$ cat config.mk
export PLATFORM = sky130hd
export DESIGN_NAME = irq_maskprio_regs
export DESIGN_NICKNAME = d
export VERILOG_FILES = /design/src/rtl/imp_pkg.sv /design/src/rtl/imp_decode.sv /design/src/rtl/imp_bank.sv /design/src/rtl/imp_walk.sv /design/src/rtl/irq_maskprio_regs.sv
export SDC_FILE = /design/constraint.sdc
export NUM_CORES = 1
export LEC_CHECK = 0
export ABC_AREA = 1
export BUFFER_PORTS_ARGS = -buffer_cell sky130_fd_sc_hd__buf_2
export CORE_ASPECT_RATIO = 0.6
export CORE_MARGIN = 2
export CORE_UTILIZATION = 40
export CTS_CLUSTER_DIAMETER = 150
export DETAILED_ROUTE_END_ITERATION = 6
export HOLD_SLACK_MARGIN = 0.05
export MAX_ROUTING_LAYER = met4
export SLEW_MARGIN = 5
export SYNTH_ARGS = -nofsm -noshare
export SYNTH_HDL_FRONTEND = slang
export SYNTH_SLANG_ARGS = --single-unit
export TNS_END_PERCENT = 1
$ cat constraint.sdc
create_clock -name clk -period 17.5 [get_ports clk]
set_input_delay 1.75 -clock clk [delete_from_list [all_inputs] [get_ports clk]]
set_output_delay 1.75 -clock clk [all_outputs]
set_load 0.005 [all_outputs]
$ cat src/rtl/imp_pkg.sv
package imp_pkg;

    // Number of low address bits that take part in decoding
    localparam int CMP_W = 29;

    typedef enum logic [1:0] {
        WOP_DIRECT,
        WOP_SET,
        WOP_CLEAR
    } wop_e;

    typedef enum logic {
        WK_IDLE,
        WK_NODE
    } walk_e;

    // Sizes of the default configuration
    localparam int DFLT_NREG  = 4;
    localparam int DFLT_REG_W = 8;
    localparam int DFLT_NSRC  = 32;
    localparam int DFLT_SRC_W = 5;

    // Field-to-source map: entry (r*REG_W + k) holds the source of field k of register r
    function automatic logic [DFLT_NREG*DFLT_REG_W*DFLT_SRC_W-1:0] dflt_field_src();
        logic [DFLT_NREG*DFLT_REG_W*DFLT_SRC_W-1:0] m;
        m = '0;
        for (int k = 0; k < DFLT_REG_W; k++) begin
            m[(0*DFLT_REG_W + k)*DFLT_SRC_W +: DFLT_SRC_W] = (k == 7) ? 5'd0 : 5'(k + 1);
            m[(1*DFLT_REG_W + k)*DFLT_SRC_W +: DFLT_SRC_W] = 5'(k + 8);
        end
        m[(2*DFLT_REG_W + 0)*DFLT_SRC_W +: DFLT_SRC_W] = 5'd20;
        m[(2*DFLT_REG_W + 1)*DFLT_SRC_W +: DFLT_SRC_W] = 5'd24;
        m[(3*DFLT_REG_W + 0)*DFLT_SRC_W +: DFLT_SRC_W] = 5'd26;
        m[(3*DFLT_REG_W + 1)*DFLT_SRC_W +: DFLT_SRC_W] = 5'd28;
        return m;
    endfunction

    function automatic logic [DFLT_NSRC-1:0] dflt_src_vect();
        logic [DFLT_NSRC-1:0] v;
        v = '0;
        for (int i = 1; i < 16; i++) v[i] = 1'b1;
        v[21] = 1'b1; v[22] = 1'b1; v[26] = 1'b1; v[27] = 1'b1; v[28] = 1'b1;
        return v;
    endfunction

    function automatic logic [DFLT_NSRC-1:0] dflt_src_en();
        logic [DFLT_NSRC-1:0] v;
        v = '0;
        for (int i = 1; i < 16; i++) v[i] = 1'b1;
        v[20] = 1'b1; v[21] = 1'b1; v[22] = 1'b1; v[26] = 1'b1; v[27] = 1'b1;
        return v;
    endfunction

    function automatic logic [DFLT_NSRC*DFLT_SRC_W-1:0] dflt_src_next();
        logic [DFLT_NSRC*DFLT_SRC_W-1:0] n;
        n = '0;
        n[20*DFLT_SRC_W +: DFLT_SRC_W] = 5'd21;
        n[21*DFLT_SRC_W +: DFLT_SRC_W] = 5'd22;
        n[26*DFLT_SRC_W +: DFLT_SRC_W] = 5'd27;
        return n;
    endfunction

endpackage

$ cat src/rtl/imp_decode.sv
module imp_decode
    import imp_pkg::*;
#(
    parameter int                 N_REG      = 4,
    parameter int                 RIDX_W     = 2,
    parameter int                 N_MASK     = 2,
    parameter int                 ADDR_W     = 32,
    parameter logic [ADDR_W-1:0]  MASK_BASE  = 32'h0000_0100,
    parameter logic [ADDR_W-1:0]  PRIO_BASE  = 32'h0000_0200,
    parameter int                 REG_STRIDE = 16,
    parameter int                 CLR_OFS    = 4,
    parameter logic [N_REG-1:0]   REG_DUAL   = '1
) (
    input  logic [ADDR_W-1:0] addr,
    output logic              hit,
    output logic [RIDX_W-1:0] reg_idx,
    output wop_e              op
);

    logic [N_REG-1:0] hit_set;
    logic [N_REG-1:0] hit_clr;
    logic             unused_addr_hi;

    assign unused_addr_hi = ^addr[ADDR_W-1:CMP_W];

    for (genvar r = 0; r < N_REG; r++) begin : g_reg
        localparam bit                IS_PRIO = (r >= N_MASK);
        localparam int                IDX     = IS_PRIO ? r - N_MASK : r;
        localparam logic [ADDR_W-1:0] BASE    = IS_PRIO ? PRIO_BASE : MASK_BASE;
        localparam logic [ADDR_W-1:0] SET_A   = BASE + ADDR_W'(IDX * REG_STRIDE);
        localparam logic [ADDR_W-1:0] CLR_A   = SET_A + ADDR_W'(CLR_OFS);

        assign hit_set[r] = (addr[CMP_W-1:0] == SET_A[CMP_W-1:0]);
        assign hit_clr[r] = REG_DUAL[r] && (addr[CMP_W-1:0] == CLR_A[CMP_W-1:0]);
    end

    always_comb begin
        hit     = 1'b0;
        reg_idx = '0;
        op      = WOP_DIRECT;
        for (int r = N_REG - 1; r >= 0; r--) begin
            if (hit_set[r] || hit_clr[r]) begin
                hit     = 1'b1;
                reg_idx = RIDX_W'(r);
                if (hit_clr[r])       op = WOP_CLEAR;
                else if (REG_DUAL[r]) op = WOP_SET;
                else                  op = WOP_DIRECT;
            end
        end
    end

endmodule

$ cat src/rtl/imp_bank.sv
module imp_bank
    import imp_pkg::*;
#(
    parameter int N_REG   = 4,
    parameter int RIDX_W  = 2,
    parameter int N_MASK  = 2,
    parameter int REG_W   = 8,
    parameter int PRIO_FW = 4
) (
    input  logic              clk,
    input  logic              rst,
    input  logic              wr_go,
    input  logic              rd_go,
    input  logic              hit,
    input  logic [RIDX_W-1:0] reg_idx,
    input  wop_e              op,
    input  logic [REG_W-1:0]  wdata,
    output logic [REG_W-1:0]  rdata,
    output logic [REG_W-1:0]  chg,
    output logic [REG_W-1:0]  nz
);

    localparam int PNF = REG_W / PRIO_FW;

    logic [REG_W-1:0] val_q [N_REG];
    logic [REG_W-1:0] old_v;
    logic [REG_W-1:0] new_v;
    logic [REG_W-1:0] mchg, mnz, pchg, pnz;
    logic             is_prio;

    assign old_v   = hit ? val_q[reg_idx] : '0;
    assign is_prio = (int'(reg_idx) >= N_MASK);

    always_comb begin
        unique case (op)
            WOP_SET:   new_v = old_v | wdata;
            WOP_CLEAR: new_v = old_v & ~wdata;
            default:   new_v = wdata;
        endcase
    end

    // Field k in walk order is counted from the most significant end
    for (genvar k = 0; k < REG_W; k++) begin : g_mfield
        assign mchg[k] = old_v[REG_W-1-k] ^ new_v[REG_W-1-k];
        assign mnz[k]  = new_v[REG_W-1-k];
    end

    for (genvar k = 0; k < REG_W; k++) begin : g_pfield
        if (k < PNF) begin : g_used
            assign pchg[k] = old_v[(PNF-1-k)*PRIO_FW +: PRIO_FW] != new_v[(PNF-1-k)*PRIO_FW +: PRIO_FW];
            assign pnz[k]  = |new_v[(PNF-1-k)*PRIO_FW +: PRIO_FW];
        end else begin : g_pad
            assign pchg[k] = 1'b0;
            assign pnz[k]  = 1'b0;
        end
    end

    assign chg = is_prio ? pchg : mchg;
    assign nz  = is_prio ? pnz  : mnz;

    always_ff @(posedge clk) begin
        if (rst) begin
            for (int r = 0; r < N_REG; r++) val_q[r] <= '0;
            rdata <= '0;
        end else begin
            if (wr_go) val_q[reg_idx] <= new_v;
            if (rd_go) rdata <= hit ? val_q[reg_idx] : '0;
        end
    end

endmodule

$ cat src/rtl/imp_walk.sv
module imp_walk
    import imp_pkg::*;
#(
    parameter int                           N_REG     = 4,
    parameter int                           RIDX_W    = 2,
    parameter int                           REG_W     = 8,
    parameter int                           N_SRC     = 32,
    parameter int                           SRC_W     = 5,
    parameter logic [N_REG*REG_W*SRC_W-1:0] FIELD_SRC = '0,
    parameter logic [N_SRC-1:0]             SRC_VECT  = '0,
    parameter logic [N_SRC-1:0]             SRC_EN    = '0,
    parameter logic [N_SRC*SRC_W-1:0]       SRC_NEXT  = '0
) (
    input  logic              clk,
    input  logic              rst,
    input  logic              start,
    input  logic [RIDX_W-1:0] reg_idx,
    input  logic [REG_W-1:0]  chg,
    input  logic [REG_W-1:0]  nz,
    output logic              busy,
    output logic              ev_valid,
    output logic [SRC_W-1:0]  ev_id,
    output logic              ev_enable
);

    walk_e             st_q;
    logic [REG_W-1:0]  pend_q, nz_q;
    logic [RIDX_W-1:0] reg_q;
    logic [SRC_W-1:0]  cur_q;
    logic              grp_q, en_q;

    logic              cur_vect, reserved, live, follow, advance, fany;
    logic [SRC_W-1:0]  cur_next, field_id;
    logic [REG_W-1:0]  src_pend, src_nz;
    logic [RIDX_W-1:0] src_reg;
    int                fidx;

    assign cur_vect = SRC_VECT[cur_q];
    assign cur_next = SRC_NEXT[int'(cur_q)*SRC_W +: SRC_W];
    assign reserved = (cur_next == '0) && (!cur_vect || !SRC_EN[cur_q]);
    assign live     = (st_q == WK_NODE) && (cur_q != '0) && !reserved;
    assign follow   = live && (grp_q || !cur_vect) && (cur_next != '0);
    assign advance  = (st_q == WK_IDLE) ? start : !follow;

    assign src_pend = (st_q == WK_IDLE) ? chg : pend_q;
    assign src_nz   = (st_q == WK_IDLE) ? nz : nz_q;
    assign src_reg  = (st_q == WK_IDLE) ? reg_idx : reg_q;

    // Lowest index = most significant field comes first
    always_comb begin
        fany = 1'b0;
        fidx = 0;
        for (int k = REG_W - 1; k >= 0; k--) begin
            if (src_pend[k]) begin
                fany = 1'b1;
                fidx = k;
            end
        end
    end

    assign field_id = FIELD_SRC[(int'(src_reg)*REG_W + fidx)*SRC_W +: SRC_W];

    always_ff @(posedge clk) begin
        if (rst) begin
            st_q   <= WK_IDLE;
            pend_q <= '0;
            nz_q   <= '0;
            reg_q  <= '0;
            cur_q  <= '0;
            grp_q  <= 1'b0;
            en_q   <= 1'b0;
        end else if (advance) begin
            if (fany) begin
                st_q   <= WK_NODE;
                cur_q  <= field_id;
                grp_q  <= 1'b0;
                en_q   <= src_nz[fidx];
                pend_q <= src_pend & ~(REG_W'(1) << fidx);
                nz_q   <= src_nz;
                reg_q  <= src_reg;
            end else begin
                st_q <= WK_IDLE;
            end
        end else if (follow) begin
            cur_q <= cur_next;
            grp_q <= 1'b1;
        end
    end

    assign busy      = (st_q == WK_NODE);
    assign ev_valid  = live && cur_vect;
    assign ev_id     = cur_q;
    assign ev_enable = en_q;

endmodule

$ cat src/rtl/irq_maskprio_regs.sv
module irq_maskprio_regs
    import imp_pkg::*;
#(
    parameter int                                  N_MASK     = 2,
    parameter int                                  N_PRIO     = 2,
    parameter int                                  REG_W      = 8,
    parameter int                                  PRIO_FW    = 4,
    parameter int                                  N_SRC      = 32,
    parameter int                                  SRC_W      = 5,
    parameter int                                  ADDR_W     = 32,
    parameter logic [ADDR_W-1:0]                   MASK_BASE  = 32'h0000_0100,
    parameter logic [ADDR_W-1:0]                   PRIO_BASE  = 32'h0000_0200,
    parameter int                                  REG_STRIDE = 16,
    parameter int                                  CLR_OFS    = 4,
    parameter logic [N_PRIO-1:0]                   PRIO_DUAL  = 2'b01,
    parameter logic [(N_MASK+N_PRIO)*REG_W*SRC_W-1:0] FIELD_SRC = dflt_field_src(),
    parameter logic [N_SRC-1:0]                    SRC_VECT   = dflt_src_vect(),
    parameter logic [N_SRC-1:0]                    SRC_EN     = dflt_src_en(),
    parameter logic [N_SRC*SRC_W-1:0]              SRC_NEXT   = dflt_src_next()
) (
    input  logic              clk,
    input  logic              rst,
    input  logic              bus_valid,
    input  logic              bus_we,
    input  logic [ADDR_W-1:0] bus_addr,
    input  logic [REG_W-1:0]  bus_wdata,
    output logic [REG_W-1:0]  bus_rdata,
    output logic              busy,
    output logic              ev_valid,
    output logic [SRC_W-1:0]  ev_id,
    output logic              ev_enable
);

    localparam int               N_REG    = N_MASK + N_PRIO;
    localparam int               RIDX_W   = (N_REG > 1) ? $clog2(N_REG) : 1;
    localparam logic [N_REG-1:0] REG_DUAL = {PRIO_DUAL, {N_MASK{1'b1}}};

    logic              hit, wr_go, rd_go;
    logic [RIDX_W-1:0] reg_idx;
    wop_e              op;
    logic [REG_W-1:0]  chg, nz;

    assign wr_go = bus_valid && bus_we && hit && !busy;
    assign rd_go = bus_valid && !bus_we;

    imp_decode #(
        .N_REG(N_REG), .RIDX_W(RIDX_W), .N_MASK(N_MASK), .ADDR_W(ADDR_W),
        .MASK_BASE(MASK_BASE), .PRIO_BASE(PRIO_BASE), .REG_STRIDE(REG_STRIDE),
        .CLR_OFS(CLR_OFS), .REG_DUAL(REG_DUAL)
    ) u_dec (
        .addr(bus_addr), .hit(hit), .reg_idx(reg_idx), .op(op)
    );

    imp_bank #(
        .N_REG(N_REG), .RIDX_W(RIDX_W), .N_MASK(N_MASK), .REG_W(REG_W), .PRIO_FW(PRIO_FW)
    ) u_bank (
        .clk(clk), .rst(rst), .wr_go(wr_go), .rd_go(rd_go), .hit(hit),
        .reg_idx(reg_idx), .op(op), .wdata(bus_wdata), .rdata(bus_rdata),
        .chg(chg), .nz(nz)
    );

    imp_walk #(
        .N_REG(N_REG), .RIDX_W(RIDX_W), .REG_W(REG_W), .N_SRC(N_SRC), .SRC_W(SRC_W),
        .FIELD_SRC(FIELD_SRC), .SRC_VECT(SRC_VECT), .SRC_EN(SRC_EN), .SRC_NEXT(SRC_NEXT)
    ) u_walk (
        .clk(clk), .rst(rst), .start(wr_go), .reg_idx(reg_idx), .chg(chg), .nz(nz),
        .busy(busy), .ev_valid(ev_valid), .ev_id(ev_id), .ev_enable(ev_enable)
    );

endmodule

# Yosys cells after proc, flatten, opt, wreduce, memory -nomap -nowiden
# Memory sizes are Yosys's and may differ from the RTL's. A register that Yosys moved wholly into a read port is not among the register bits.
# Cells that the tools add are included.
dict set report totals {
  out_inout_bits 16
  latchBits 0
  ramBits 32
  wordCells 137
  regBits 34
  in_bits 44
  n_memories 3
  rom_bits 64
}
# memory depth width read_ports rd_ports_with_merged_regs write_ports line_no
set mem_list {}
lappend mem_list {{(name not given)} 32 1 1 1 0 imp_walk.sv:38} ;# assign cur_vect = SRC_VECT[cur_q];
lappend mem_list {{(name not given)} 32 1 1 1 0 imp_walk.sv:40} ;# assign reserved = (cur_next == '0) && (!cur_vect || !SRC_EN[cur_q]);
lappend mem_list {u_bank.val_q 4 8 1 0 4 imp_bank.sv:25} ;# logic [REG_W-1:0] val_q [N_REG];
dict set report op_classes {
  order_cmp 3
  mux 62
  n_div 0
  reduce_logical 30
  add_sub_neg 1
  n_mul 2
  n_eq_ne 12
  n_bitwise 13
  shift 3
}
# operator n
set ops {}
lappend ops {{160-bit by 32-bit indexed part select with 5-bit output, first input constant} 2}
lappend ops {{32-bit two-way mux} 7}
lappend ops {{29-bit by 9-bit equality test with 1-bit output, second input constant} 4}
lappend ops {{29-bit by 10-bit equality test with 1-bit output, second input constant} 3}
lappend ops {{8-bit two-way mux} 6}
lappend ops {{5-bit two-way mux} 7}
lappend ops {{6-bit by 32-bit adder with 32-bit output} 1}
lappend ops {{32-bit by 5-bit < comparator with 1-bit output, second input constant} 1}
lappend ops {{32-bit by 4-bit multiplier with 32-bit output, second input constant} 1}
lappend ops {{1-bit by 32-bit left shift with 8-bit output, first input constant} 1}
lappend ops {{1-bit two-way mux} 27}
lappend ops {{2-bit two-way mux} 12}
lappend ops {{8-bit bitwise AND} 2}
lappend ops {{8-bit NOT} 2}
lappend ops {{8-bit case mux with 2 select lines} 1}
lappend ops {{1-bit logical AND} 10}
lappend ops {{5-bit nonzero test} 2}
lappend ops {{5-bit by 3-bit multiplier with 8-bit output, second input constant} 1}
lappend ops {{4-bit != test} 2}
lappend ops {{8-bit bitwise OR} 1}
lappend ops {{4-bit OR reduction} 2}
lappend ops {{8-bit OR reduction} 1}
lappend ops {{1-bit XOR} 8}
lappend ops {{1-bit logical NOT} 6}
lappend ops {{other kinds (11)} 16}

# Depth between registers and ports, before layout
# Gate-level depths: netlist of run 1.
# An unclocked memory read counts as a cell.
dict set report logic_depth {
  word_depth 27
  depth_mapped 52
  ltp_nobuf 51
}

# Modules after synthesis
# From an unflattened synthesis of run 1, not the netlist that was laid out.
dict set report unflattened {
  cells_unflattened 865
  area_unflattened_um2 5793.1
}
# mod area_per_inst_um2 seq_area_each_um2 instances cells_each
set by_module_without_submodules {}
lappend by_module_without_submodules {imp_walk 3066.7 560.5 1 493}
lappend by_module_without_submodules {imp_bank 2361.0 1121.1 1 291}
lappend by_module_without_submodules {imp_decode 342.8 0.0 1 75}
lappend by_module_without_submodules {irq_maskprio_regs 22.5 0.0 1 6}

# Worst setup path after synthesis of run 1
# No wires, ideal clock.
dict set report synth_path {
  path_type {input -> register}
  startpoint {in bus_addr[28]}
  endpoint {reg u_walk.cur_vect (netlist name)}
  path_stages 44
  path_buffers 1
  slack_ps 10343
  setup_time_ps 112
  t_required_ps 17388
  arrival_ps 7045
  path_cell_list {nor2_2 > nand3_2 > nor2_8 > nand3_1 > nand2_1 > clkinv_1 > nand2_1 > nand2_1 > nand2_1 > ha_1 > nor2_1 > o21ai_0 > nand2_2 > nand2_1 > nand3_1 > nand2_1 > nor2_2 > nand2_1 > [8 not listed] > nor2_1 > inv_1 > buf_2 > a221oi_1 > nand2_1 > a21oi_1 > nand2_1 > nand2_1 > nand2_1 > a21oi_1 > inv_1 > ha_1 > nand3_1 > nand2_1 > nand2_1 > nand2_1 > nand2_1 > nand2_1}
}
# item line_no
set synth_rtl {}
lappend synth_rtl {{from (decl)} irq_maskprio_regs.sv:25} ;# input logic [ADDR_W-1:0] bus_addr,

==> key figures, run 1 <==
Yosys
  – Netlist cell types: 49
  – Synth Instances: 858
  – Top_reg_cell synth: dfxtp_1
  – Syn Nets: 920
  – Sequential share of the synthesized area: 0.302
  – Largest area contributor in the netlist: edfxtp_1
  – Top cells by area, synth: edfxtp_1 (17%), nand2_1 (17%), dfxtp_1 (13%)
  – Post-Syn Area: 5570 sq um
  – Most frequent cells after synthesis: nand2_1 (251), nor2_1 (107), inv_1 (84)
  – Ys async rst share: 0
  – Most common cell in the synthesized netlist: nand2_1
  – Syn Area/Cell: 6.49 sq um
  – Synth warn: 0
  – Post-synth EDFFs: 32
  – Seq cells post-synth: 68
  – Top cell type's share of synthesized area: 0.173

STA
  – RSZ-0062 raised after global routing: no
  – Minimum clock period: 9050 ps
  – Hold Slack: 463 ps
  – Final setup margin: 8450 ps
  – Worst Clk Skew: 8.19 ps
  – Max-slew violation count: 0
  – Max_slew headroom: 0.404
  – Final hold violation count: 0
  – Tcrit/Tclk final: 0.517
  – Post-Route Setup TNS: 0 ps
  – # setup viols final: 0
  – Actual slew at the worst max-slew pin: 891 ps
  – Fmax: 110 MHz

Global routing
  – First-pass GRT wire length: 27600 um
  – GRT Total Usage: 0.246
  – Met3 usage: 0.0550
  – Vias in the first global route: 5201
  – Met2 Use GR: 0.311
  – M1 GR Usage: 0.391
  – Largest net degree at the start of global routing: 33
  – GRT Max-Usage Layer: met1
  – Antenna violations before repair: 0
  – Grt ovf: 0

Worst setup path
  – Slowest-stage cell, CP: fa_1
  – Crit path required time: 17740 ps
  – Max Fanout on Critical Path: 16
  – Worst path most repeated cell: nand2_1
  – Crit Path Category: input port to flop
  – Startpoint class of the critical path: input port
  – Critical Path Max Stage Delay: 880 ps
  – CP delay by family, top: simple AND/OR/NAND/NOR gates
  – Arrival @ worst endpoint: 9300 ps
  – CP endpoint kind: flop
  – Worst Path Buf+Inv: 6

Floorplanning
  – Initial Util: 0.409
  – Die X: 156 um
  – Die area: 14900 sq um
  – Die extent in y: 95.4 um
  – Core area: 13600 sq um
  – Ports: 60
  – Core Rows: 33

Route
  – Vias: 5656
  – DRT antenna net count: 0
  – Pre-Repair DR Iteration Count: 5
  – Post-route DRC violation count: 0
  – DRT Wirelength: 16700 um
  – Initial DRC count: 626
  – Vias per inst: 5.23
  – Mean routed wirelength per cell: 15.4 um

Worst hold path
  – HP Class: flop to flop

Clocking
  – CTS Hold Bufs: 0
  – CTS max path bufs: 2
  – Post-CTS Setup Repair Bufs: 0
  – Num CTS Buffers: 9
  – Clock latency on the worst-skew pair: 340 ps
  – Clock tree sinks: 68
  – Clk slew on worst S/H paths: 60 ps
  – TritonCTS clock tree: done
  – Resized Gates After CTS: 0
  – H-tree depth: 3
  – Clock root buffer: clkbuf_16

Cells and area
  – FILL cells: 1407
  – Ant diodes: 0
  – Area Overhead vs Synth: 11.9%
  – Final nets: 964
  – Fin area: 6230 sq um
  – Share of post-route cells with drive strength above 1: 0.171

Placement
  – Post-place setup slack: 8300 ps
  – Routability cong.: 0.966
  – PortBufs: 56
  – DP Area: 5940 sq um
  – DP HPWL: 12600 um

Power and ir drop
  – Pwr Density: 67.2 nW/um^2
  – P_leak: 3.01 nW
  – Tot Pwr: 0.419 mW
  – VDD IR max: 41.7 uV

Status
  – Outcome: complete, no violations

Run
  – Max cap viols: 0
-- worst min-delay path, stage by stage, from the launching register on --
cell and delay (ps):
dfxtp_1 300, inv_1 60, a21oi_1 60
-- routing by layer --
layer,vias to the layer above,part of all wire
li1,2887,-
met3,8,0.094
met1,2528,0.55
met4,0,0.0056
met5,-,0
met2,233,0.35
-- layout make-up --
class	count	area, sq um	area share
clock buffer	10	229	0.0367
clock inverter	6	63.8	0.0102
inverter	101	382	0.0612
multi-input combinational	663	3360	0.538
sequential	68	1680	0.270
tap	175	219	0.0351
timing repair buffer	59	303	0.0486
-- cells in the final DEF (no fill, tap or decap), drive strengths merged, types with 3 or more instances in the layout --
master,netlist,layout
nand2,287,287
nor2,121,121
inv,97,98
nand3,79,79
buf,16,59
a21oi,54,54
o21ai,51,51
dfxtp,36,36
edfxtp,32,32
ha,17,17
nor3,12,12
clkbuf,10,10
o211ai,7,7
nand4,7,7
clkinv,4,6
o22ai,5,5
o2111ai,3,3
o32ai,3,3
-- metrics by stage --
| stage | std cells | util |
|---|---|---|
| 5_1_grt | 1082 | 0.458 |
| 3_5_place_dp | 1066 | 0.436 |
| 2_1_floorplan | 858 | - |
| 4_1_cts | 1082 | 0.458 |
| 6_report | 1082 | 0.458 |
| 3_3_place_gp | 1066 | 0.436 |
-- report_power, final --
part | internal [mW] | switching (mW) | leakage, nW
Combinational | 0.0201 | 0.0443 | 2.26
Sequential | 0.170 | 0.00117 | 0.615
Clock | 0.110 | 0.0730 | 0.139
-- sequential cells by signal (all words and copies together), names as in the netlist, named ones only --
signal and cells:
u_walk.nz_q 8, u_walk.busy 1, u_walk.reg_q 2, u_walk.ev_enable 1
u_bank.rdata 8, u_walk.ev_id 5, u_walk.cur_vect 1, u_bank.val_q 32
u_walk.pend_q 8, u_walk.grp_q 1
-- final timing paths --
kind                  startpoint              end  slack, ps  cells after the start
setup / recovery    bus_addr[15]  u_walk.cur_vect       8450                     45
hold / removal    u_walk.nz_q[4]   u_walk.nz_q[4]        460                      2
setup reg to reg     u_walk.busy  u_walk.cur_vect      11200                     27
hold reg to reg   u_walk.nz_q[4]   u_walk.nz_q[4]        460                      2
-- kinds of logic (layout without fill, tap and decap cells) --
kind of cell             after synthesis  in the layout  share of synthesized area
XOR/XNOR                               1              1                    0.00157
AND/OR/NAND/NOR                      510            510                      0.420
adder cells (fa/ha/maj)               18             18                     0.0418
AO/OA/AOI/OAI                        134            134                      0.139
buffers and inverters                127            176                     0.0955
flip-flops                            68             68                      0.302
(Power assumes the default switching activity.)
==> inputs of run 2 (changes only) <==
==> constraint.sdc (replaced) <==
create_clock -name clk -period 9.1 [get_ports clk]
set_input_delay 0.91 -clock clk [delete_from_list [all_inputs] [get_ports clk]]
set_output_delay 0.91 -clock clk [all_outputs]
set_load 0.005 [all_outputs]
==> run 2 against run 1 <==
Non-clock buffer count is 5 higher. Sequential power rose by 92%. Sequential share of layout area decreased by 0.33 points. Via count is 1.1% higher. Critical path depth decreased by 3. Global-route usage decreased by 0.29 points. Wire length decreased by 0.85%. Total power rose by 100%. Clock skew fell by 1.9 ps. Hold slack lost 1.4 ps.
==> key figures, run 2 (synthesis results as in run 1) <==
Worst setup path
  – R2r setup slk: 3580 ps (-7620 ps)
  – Slowest-stage cell, CP: ha_1
  – CP endpoint kind: flop
  – Worst Path Buf+Inv: 5 (-1)
  – Startpoint class of the critical path: input port
  – Reg2reg end: u_walk.cur_vect
  – FF-to-FF path depth: 27 (unchanged)
  – Worst path most repeated cell: nand2_1
  – Crit path required time: 9330 ps (-8410 ps)
  – Critical Path Max Stage Delay: 640 ps (-240 ps)
  – CP delay by family, top: simple AND/OR/NAND/NOR gates
  – Arrival @ worst endpoint: 7620 ps (-1680 ps)
  – Crit Path Category: input port to flop
  – Worst R2R Start: u_walk.busy
  – Max Fanout on Critical Path: 20 (+4)

Clocking
  – Num CTS Buffers: 9 (unchanged)
  – Clock root buffer: clkbuf_16
  – Clk slew on worst S/H paths: 60 ps (about the same)
  – Clock tree sinks: 68 (unchanged)
  – Clock latency on the worst-skew pair: 340 ps (about the same)
  – H-tree depth: 3 (unchanged)
  – Post-CTS Setup Repair Bufs: 0 (unchanged)
  – TritonCTS clock tree: done
  – CTS Hold Bufs: 0 (unchanged)
  – CTS max path bufs: 2 (unchanged)
  – Resized Gates After CTS: 0 (unchanged)

Placement
  – DP HPWL: 12500 um (-0.79%)
  – Routability cong.: 0.966 (about the same)
  – Post-placement cell count: 1071 (+0.47%)
  – PortBufs: 56 (unchanged)

Power and ir drop
  – VDD IR max: 99.6 uV (+140%)
  – Pwr Density: 134 nW/um^2 (+100%)
  – P_leak: 3.06 nW (+1.6%)

Floorplanning
  – Core area: 13600 sq um (unchanged)
  – Die X: 156 um (unchanged)
  – Die area: 14900 sq um (unchanged)
  – Initial Util: 0.409 (unchanged)
  – Core Rows: 33 (unchanged)
  – Die extent in y: 95.4 um (unchanged)
  – Ports: 60 (unchanged)

STA
  – Fmax: 135 MHz
  – # setup viols final: 0 (unchanged)
  – Worst Clk Skew: 6.33 ps (-1.86 ps)
  – Max-slew violation count: 0 (unchanged)
  – Max_slew headroom: 0.399 (-0.00510)
  – Post-Route Setup TNS: 0 ps (unchanged)
  – Tcrit/Tclk final: 0.811
  – RSZ-0062 raised after global routing: no
  – Hold Slack: 461 ps (-1.43 ps)
  – Actual slew at the worst max-slew pin: 898 ps (+7.63 ps)
  – Minimum clock period: 7380 ps
  – Final hold violation count: 0 (unchanged)

Route
  – Vias: 5721 (+1.1%)
  – Initial DRC count: 489 (-22%)
  – Post-route DRC violation count: 0 (unchanged)
  – DRT Wirelength: 16500 um (-0.85%)
  – DRT antenna net count: 0 (unchanged)
  – Pre-Repair DR Iteration Count: 7 (+2)
  – Mean routed wirelength per cell: 15.2 um (-1.3%)
  – Vias per inst: 5.26 (+0.68%)

Cells and area
  – Biggest register: u_bank.val_q
  – FILL cells: 1416 (+0.64%)
  – Max reg flops: 32 (unchanged)
  – Area Overhead vs Synth: 13.3%
  – Ant diodes: 0 (unchanged)
  – Commonest non-fill, non-tap cell in the layout: nand2_1
  – Fin cells: 1087 (+0.46%)
  – Multi-input logic area: 3360 sq um (unchanged)
  – Final nets: 969 (+0.52%)
  – Commonest cells after routing, fill and taps aside: nand2_1 (251), nor2_1 (107), inv_1 (84)
  – Share of post-route cells with drive strength above 1: 0.177 (+0.00564)
  – Register area: 1680 sq um (unchanged)

Global routing
  – Antenna violations before repair: 0 (unchanged)
  – Grt ovf: 0 (unchanged)
  – Largest net degree at the start of global routing: 24 (-27%)
  – GRT Total Usage: 0.243 (-0.00291)
  – Vias in the first global route: 5240 (+0.75%)
  – First-pass GRT wire length: 27400 um (-0.78%)

Worst hold path
  – Hold endpoint: u_walk.nz_q[4]
  – Hold Path Stages: 2 (unchanged)
  – Hold path startpoint: u_walk.nz_q[4]
  – HP Class: flop to flop

Run
  – Max cap viols: 0 (unchanged)

Status
  – Outcome: complete, no violations
## run 2: cell count changes in the layout (fill, tap and decap cells not counted)
cell	delta
clkbuf_1	-1
buf_4	+5
clkinv_4	+1
clkinvlp_4	-1
clkinv_2	-2
inv_8	+2
bufinv_16	+1
## run 2: how the worst max path moves through the flow
stage	from	end	depth (start not counted)
final	bus_addr[22]	u_walk.cur_vect	42
after global routing	bus_addr[22]	u_walk.cur_vect	45
after CTS	bus_addr[22]	u_walk.cur_vect	45
after detailed placement	bus_addr[22]	u_walk.cur_vect	45
after global placement	bus_addr[22]	u_walk.cur_vect	44
after floorplan	bus_addr[28]	u_walk.cur_vect	44
## run 2: cell type report
type                            count  area share
Clock buffer                        9      0.0357
Inverter                          101      0.0605
Clock inverter                      7      0.0170
Timing Repair Buffer               64      0.0539
Sequential cell                    68       0.266
Tap cell                          175      0.0347
Multi-Input combinational cell    663       0.532
## run 2: worst min-delay path: stages (launching register included)
cell	delay [ps]
dfxtp_1	300
inv_1	60
a21oi_1	60
## run 2: stage by stage
step	power, mW	util	area (sq um)	worst slack (ps)
2_1_floorplan	0.418	-	5570	2780
3_3_place_gp	0.457	0.439	5980	1480
3_5_place_dp	0.456	0.439	5980	1470
4_1_cts	0.849	0.463	6310	1820
5_1_grt	0.878	0.463	6310	968
6_report	0.848	0.463	6310	1720
## run 2: power breakdown
group          switching [mW]  internal [mW]  total [mW]
clock network           0.150          0.245       0.395
registers             0.00230          0.327       0.329
logic                  0.0847         0.0392       0.124
total                   0.237          0.611       0.848
## run 2: per-layer routing
metal	up-vias	global-route usage	share of wire
met5	-	-	0
met4	0	0.0382	0.0057
met3	13	0.0555	0.11
met2	256	0.315	0.36
met1	2551	0.380	0.52
li1	2901	-	-
==> inputs of run 3 (changes only) <==
--- a/config.mk
+++ b/config.mk
@@ -5,7 +5,7 @@
 export SDC_FILE = /design/constraint.sdc
 export NUM_CORES = 1
 export LEC_CHECK = 0
-export ABC_AREA = 1
+export ABC_AREA = 0
 export BUFFER_PORTS_ARGS = -buffer_cell sky130_fd_sc_hd__buf_2
 export CORE_ASPECT_RATIO = 0.6
 export CORE_MARGIN = 2
==> constraint.sdc (replaced) <==
create_clock -name clk -period 6.84 [get_ports clk]
set_input_delay 0.684 -clock clk [delete_from_list [all_inputs] [get_ports clk]]
set_output_delay 0.684 -clock clk [all_outputs]
set_load 0.005 [all_outputs]
==> run 3 against run 2 <==
Critical path depth down 11. Global-route usage up 7.5 points. Worst setup slack worse by 1700 ps. Synthesized area up 6.7%. Die area up 6.5%. Sequential share of layout area down 5.9 points. Final cell count up 7.0%. Flip-flop and latch count unchanged. Sequential power up 33%. Highest routed layer unchanged.
==> key figures, run 3 <==
Floorplanning
  – Initial Util: 0.410 (+0.000879)
  – Core area: 14500 sq um (+6.5%)
  – Die extent in y: 98.4 um (+3.2%)
  – Ports: 60 (unchanged)
  – Core Rows: 34 (+3.0%)
  – Die X: 161 um (+3.2%)
  – Die area: 15900 sq um (+6.5%)

Global routing
  – Grt ovf: 0 (unchanged)
  – Antenna violations before repair: 0 (unchanged)
  – GRT Total Usage: 0.318 (+0.0750)
  – Largest net degree at the start of global routing: 43 (+79%)
  – Vias in the first global route: 6361 (+21%)
  – First-pass GRT wire length: 37400 um (+37%)

Yosys
  – Synth warn: 0 (unchanged)
  – Most frequent cells after synthesis: nor2_1 (115), nand2_1 (108), a21oi_1 (50)
  – Largest area contributor in the netlist: edfxtp_1
  – Syn Nets: 854 (-7.2%)
  – Netlist cell types: 88 (+80%)
  – Top cells by area, synth: edfxtp_1 (16%), dfxtp_1 (12%), nor2_1 (7.3%)
  – Post-synth EDFFs: 32 (unchanged)
  – Sequential share of the synthesized area: 0.283 (-0.0189)
  – Top cell type's share of synthesized area: 0.162 (-0.0108)
  – Most common cell in the synthesized netlist: nor2_1
  – Synth Instances: 792 (-7.7%)
  – Top_reg_cell synth: dfxtp_1
  – Syn Area/Cell: 7.50 sq um (+16%)
  – Seq cells post-synth: 68 (unchanged)
  – Ys async rst share: 0 (unchanged)
  – Post-Syn Area: 5940 sq um (+6.7%)

Run
  – Max cap viols: 0 (unchanged)

Clocking
  – CTS max path bufs: 2 (unchanged)
  – H-tree depth: 3 (unchanged)
  – Num CTS Buffers: 9 (unchanged)
  – Clk slew on worst S/H paths: 60 ps (about the same)
  – TritonCTS clock tree: done
  – CTS Hold Bufs: 0 (unchanged)
  – Clock tree sinks: 68 (unchanged)
  – Clock root buffer: clkbuf_16
  – Clock latency on the worst-skew pair: 340 ps (about the same)

Worst hold path
  – HP Class: flop to flop
  – Hold Path Stages: 2 (unchanged)
  – Hold endpoint: u_walk.pend_q[4]
  – Hold path startpoint: u_walk.pend_q[4]

STA
  – Tcrit/Tclk final: 0.993
  – # setup viols final: 0 (unchanged)
  – Final hold violation count: 0 (unchanged)
  – Post-Route Setup TNS: 0 ps (unchanged)
  – Minimum clock period: 6790 ps
  – Actual slew at the worst max-slew pin: 1030 ps (+135 ps)
  – RSZ-0062 raised after global routing: yes
  – Fmax: 147 MHz
  – Max_slew headroom: 0.307 (-0.0921)
  – Worst Clk Skew: 13.7 ps (+7.38 ps)
  – Max-slew violation count: 0 (unchanged)

Power and ir drop
  – Clock share of power: 0.382 (-0.084)
  – Gate power share: 0.250 (+0.104)
  – VDD IR max: 146 uV (+47%)
  – Tot Pwr: 1.18 mW (+39%)
  – Int Pwr: 0.800 mW (+31%)
  – Pwr Density: 146 nW/um^2 (+8.6%)
  – Switching Share: 0.323 (+0.0439)
  – NetSw: 0.382 mW (+61%)
  – Flop pwr share: 0.369 (-0.019)
  – P_leak: 3.22 nW (+5.3%)

Worst setup path
  – FF-to-FF path depth: 26 (-3.7%)
  – Reg2reg end: u_walk.cur_vect
  – Crit path required time: 7100 ps (-2230 ps)
  – CP endpoint kind: flop
  – Worst Path Buf+Inv: 4 (-1)
  – Max Fanout on Critical Path: 8 (-60%)
  – Worst R2R Start: u_bank.val_q[3][7]
  – Crit Path Category: input port to flop
  – CP delay by family, top: compound AO/OA/AOI/OAI gates
  – Slowest-stage cell, CP: or4_4
  – Critical Path Max Stage Delay: 520 ps (-120 ps)
  – Arrival @ worst endpoint: 7050 ps (-570 ps)
  – Startpoint class of the critical path: input port
  – R2r setup slk: 1150 ps (-2430 ps)
  – Worst path most repeated cell: ha_4

Cells and area
  – Commonest cells after routing, fill and taps aside: buf_4 (146), nor2_1 (111), nand2_1 (104)
  – Multi-input logic area: 4270 sq um (+27%)
  – Max reg flops: 32 (unchanged)
  – Biggest register: u_bank.val_q
  – FILL cells: 1381 (-2.5%)
  – Register area: 1680 sq um (unchanged)
  – Commonest non-fill, non-tap cell in the layout: buf_4
  – Fin cells: 1163 (+7.0%)
  – Final nets: 1022 (+5.5%)
  – Area Overhead vs Synth: 36.3%
  – Share of post-route cells with drive strength above 1: 0.306 (+0.129)
  – Ant diodes: 0 (unchanged)
  – Finished Core Util: 0.558 (+0.0952)
  – Fin area: 8100 sq um (+28%)

Route
  – Mean routed wirelength per cell: 21.5 um (+41%)
  – Vias: 7063 (+23%)
  – Vias per inst: 6.07 (+15%)
  – Initial DRC count: 886 (+81%)
  – Pre-Repair DR Iteration Count: 5 (-2)
  – DRT Wirelength: 25000 um (+51%)
  – DRT antenna net count: 0 (unchanged)
  – Post-route DRC violation count: 0 (unchanged)

Placement
  – DP HPWL: 19200 um (+53%)
  – DP Area: 7490 sq um (+25%)
  – Post-placement cell count: 1139 (+6.3%)
  – PortBufs: 56 (unchanged)
  – Routability cong.: 1.04 (+7.7%)

Status
  – Outcome: complete, no violations
==> run 3: cell families (layout without fill, tap and decap cells) <==
logic type	Yosys count	after routing	share of synthesized area
AOI/OAI and AO/OA	243	243	0.282
xor gates and xnor gates	6	6	0.00884
adders and majority gates	18	18	0.0392
buffers and inverters	77	250	0.0558
DFF	68	68	0.283
muxes	28	28	0.0514
and+or+nand+nor	352	352	0.280
==> run 3: final cells by class <==
cell class                      instances  share of cell area
Tap cell                              198              0.0306
Clock inverter                          7             0.00633
Clock buffer                            9              0.0278
Timing Repair Buffer                  210               0.189
Inverter                               24              0.0119
Multi-Input combinational cell        647               0.527
Sequential cell                        68               0.208
==> run 3: through the flow <==
stage               hold slack (ps)  worst slack (ps)
finish                          459              50.0
global route                    478              -264
CTS                             460              9.78
detailed placement              451              -298
global placement                443              -325
floorplan                       432              5.16
==> run 3: worst max path at each step <==
stage / from / endpoint / slack (ps) / depth (start not counted)
after global placement: bus_addr[25] / u_walk.cur_vect / -330 / 30
final: bus_addr[22] / u_walk.cur_vect / 50 / 31
after global routing: bus_addr[27] / u_walk.cur_vect / -260 / 31
after CTS: bus_addr[25] / u_walk.cur_vect / 10 / 31
after detailed placement: bus_addr[25] / u_walk.cur_vect / -300 / 30
after floorplan: bus_addr[10] / u_walk.cur_vect / 5 / 33
==> run 3: timing repair <==
| item | CTS | global route |
|---|---|---|
| buffers inserted | 0 | 8 |
| endpoints found under the setup margin | 0 | 3 |
| gates resized for setup | 0 | 50 |
==> run 3: routing by layer <==
metal,wire [um],track usage
met5,0,-
met4,121,0.0398
met3,3540,0.117
met2,9080,0.378
met1,12300,0.502
==> run 3: tightest hold or removal path: stages (launching register included) <==
cell and delay, ps:
dfxtp_1 310, nand2_1 50, a21oi_1 50
==> run 3: power by group through the flow <==
stage	Combinational, mW	Clock (mW)	Sequential [mW]
finish	0.295	0.451	0.436
global route	0.314	0.472	0.436
CTS	0.268	0.453	0.435
detailed placement	0.266	0	0.444
global placement	0.268	0	0.444
floorplan	0.140	0	0.443
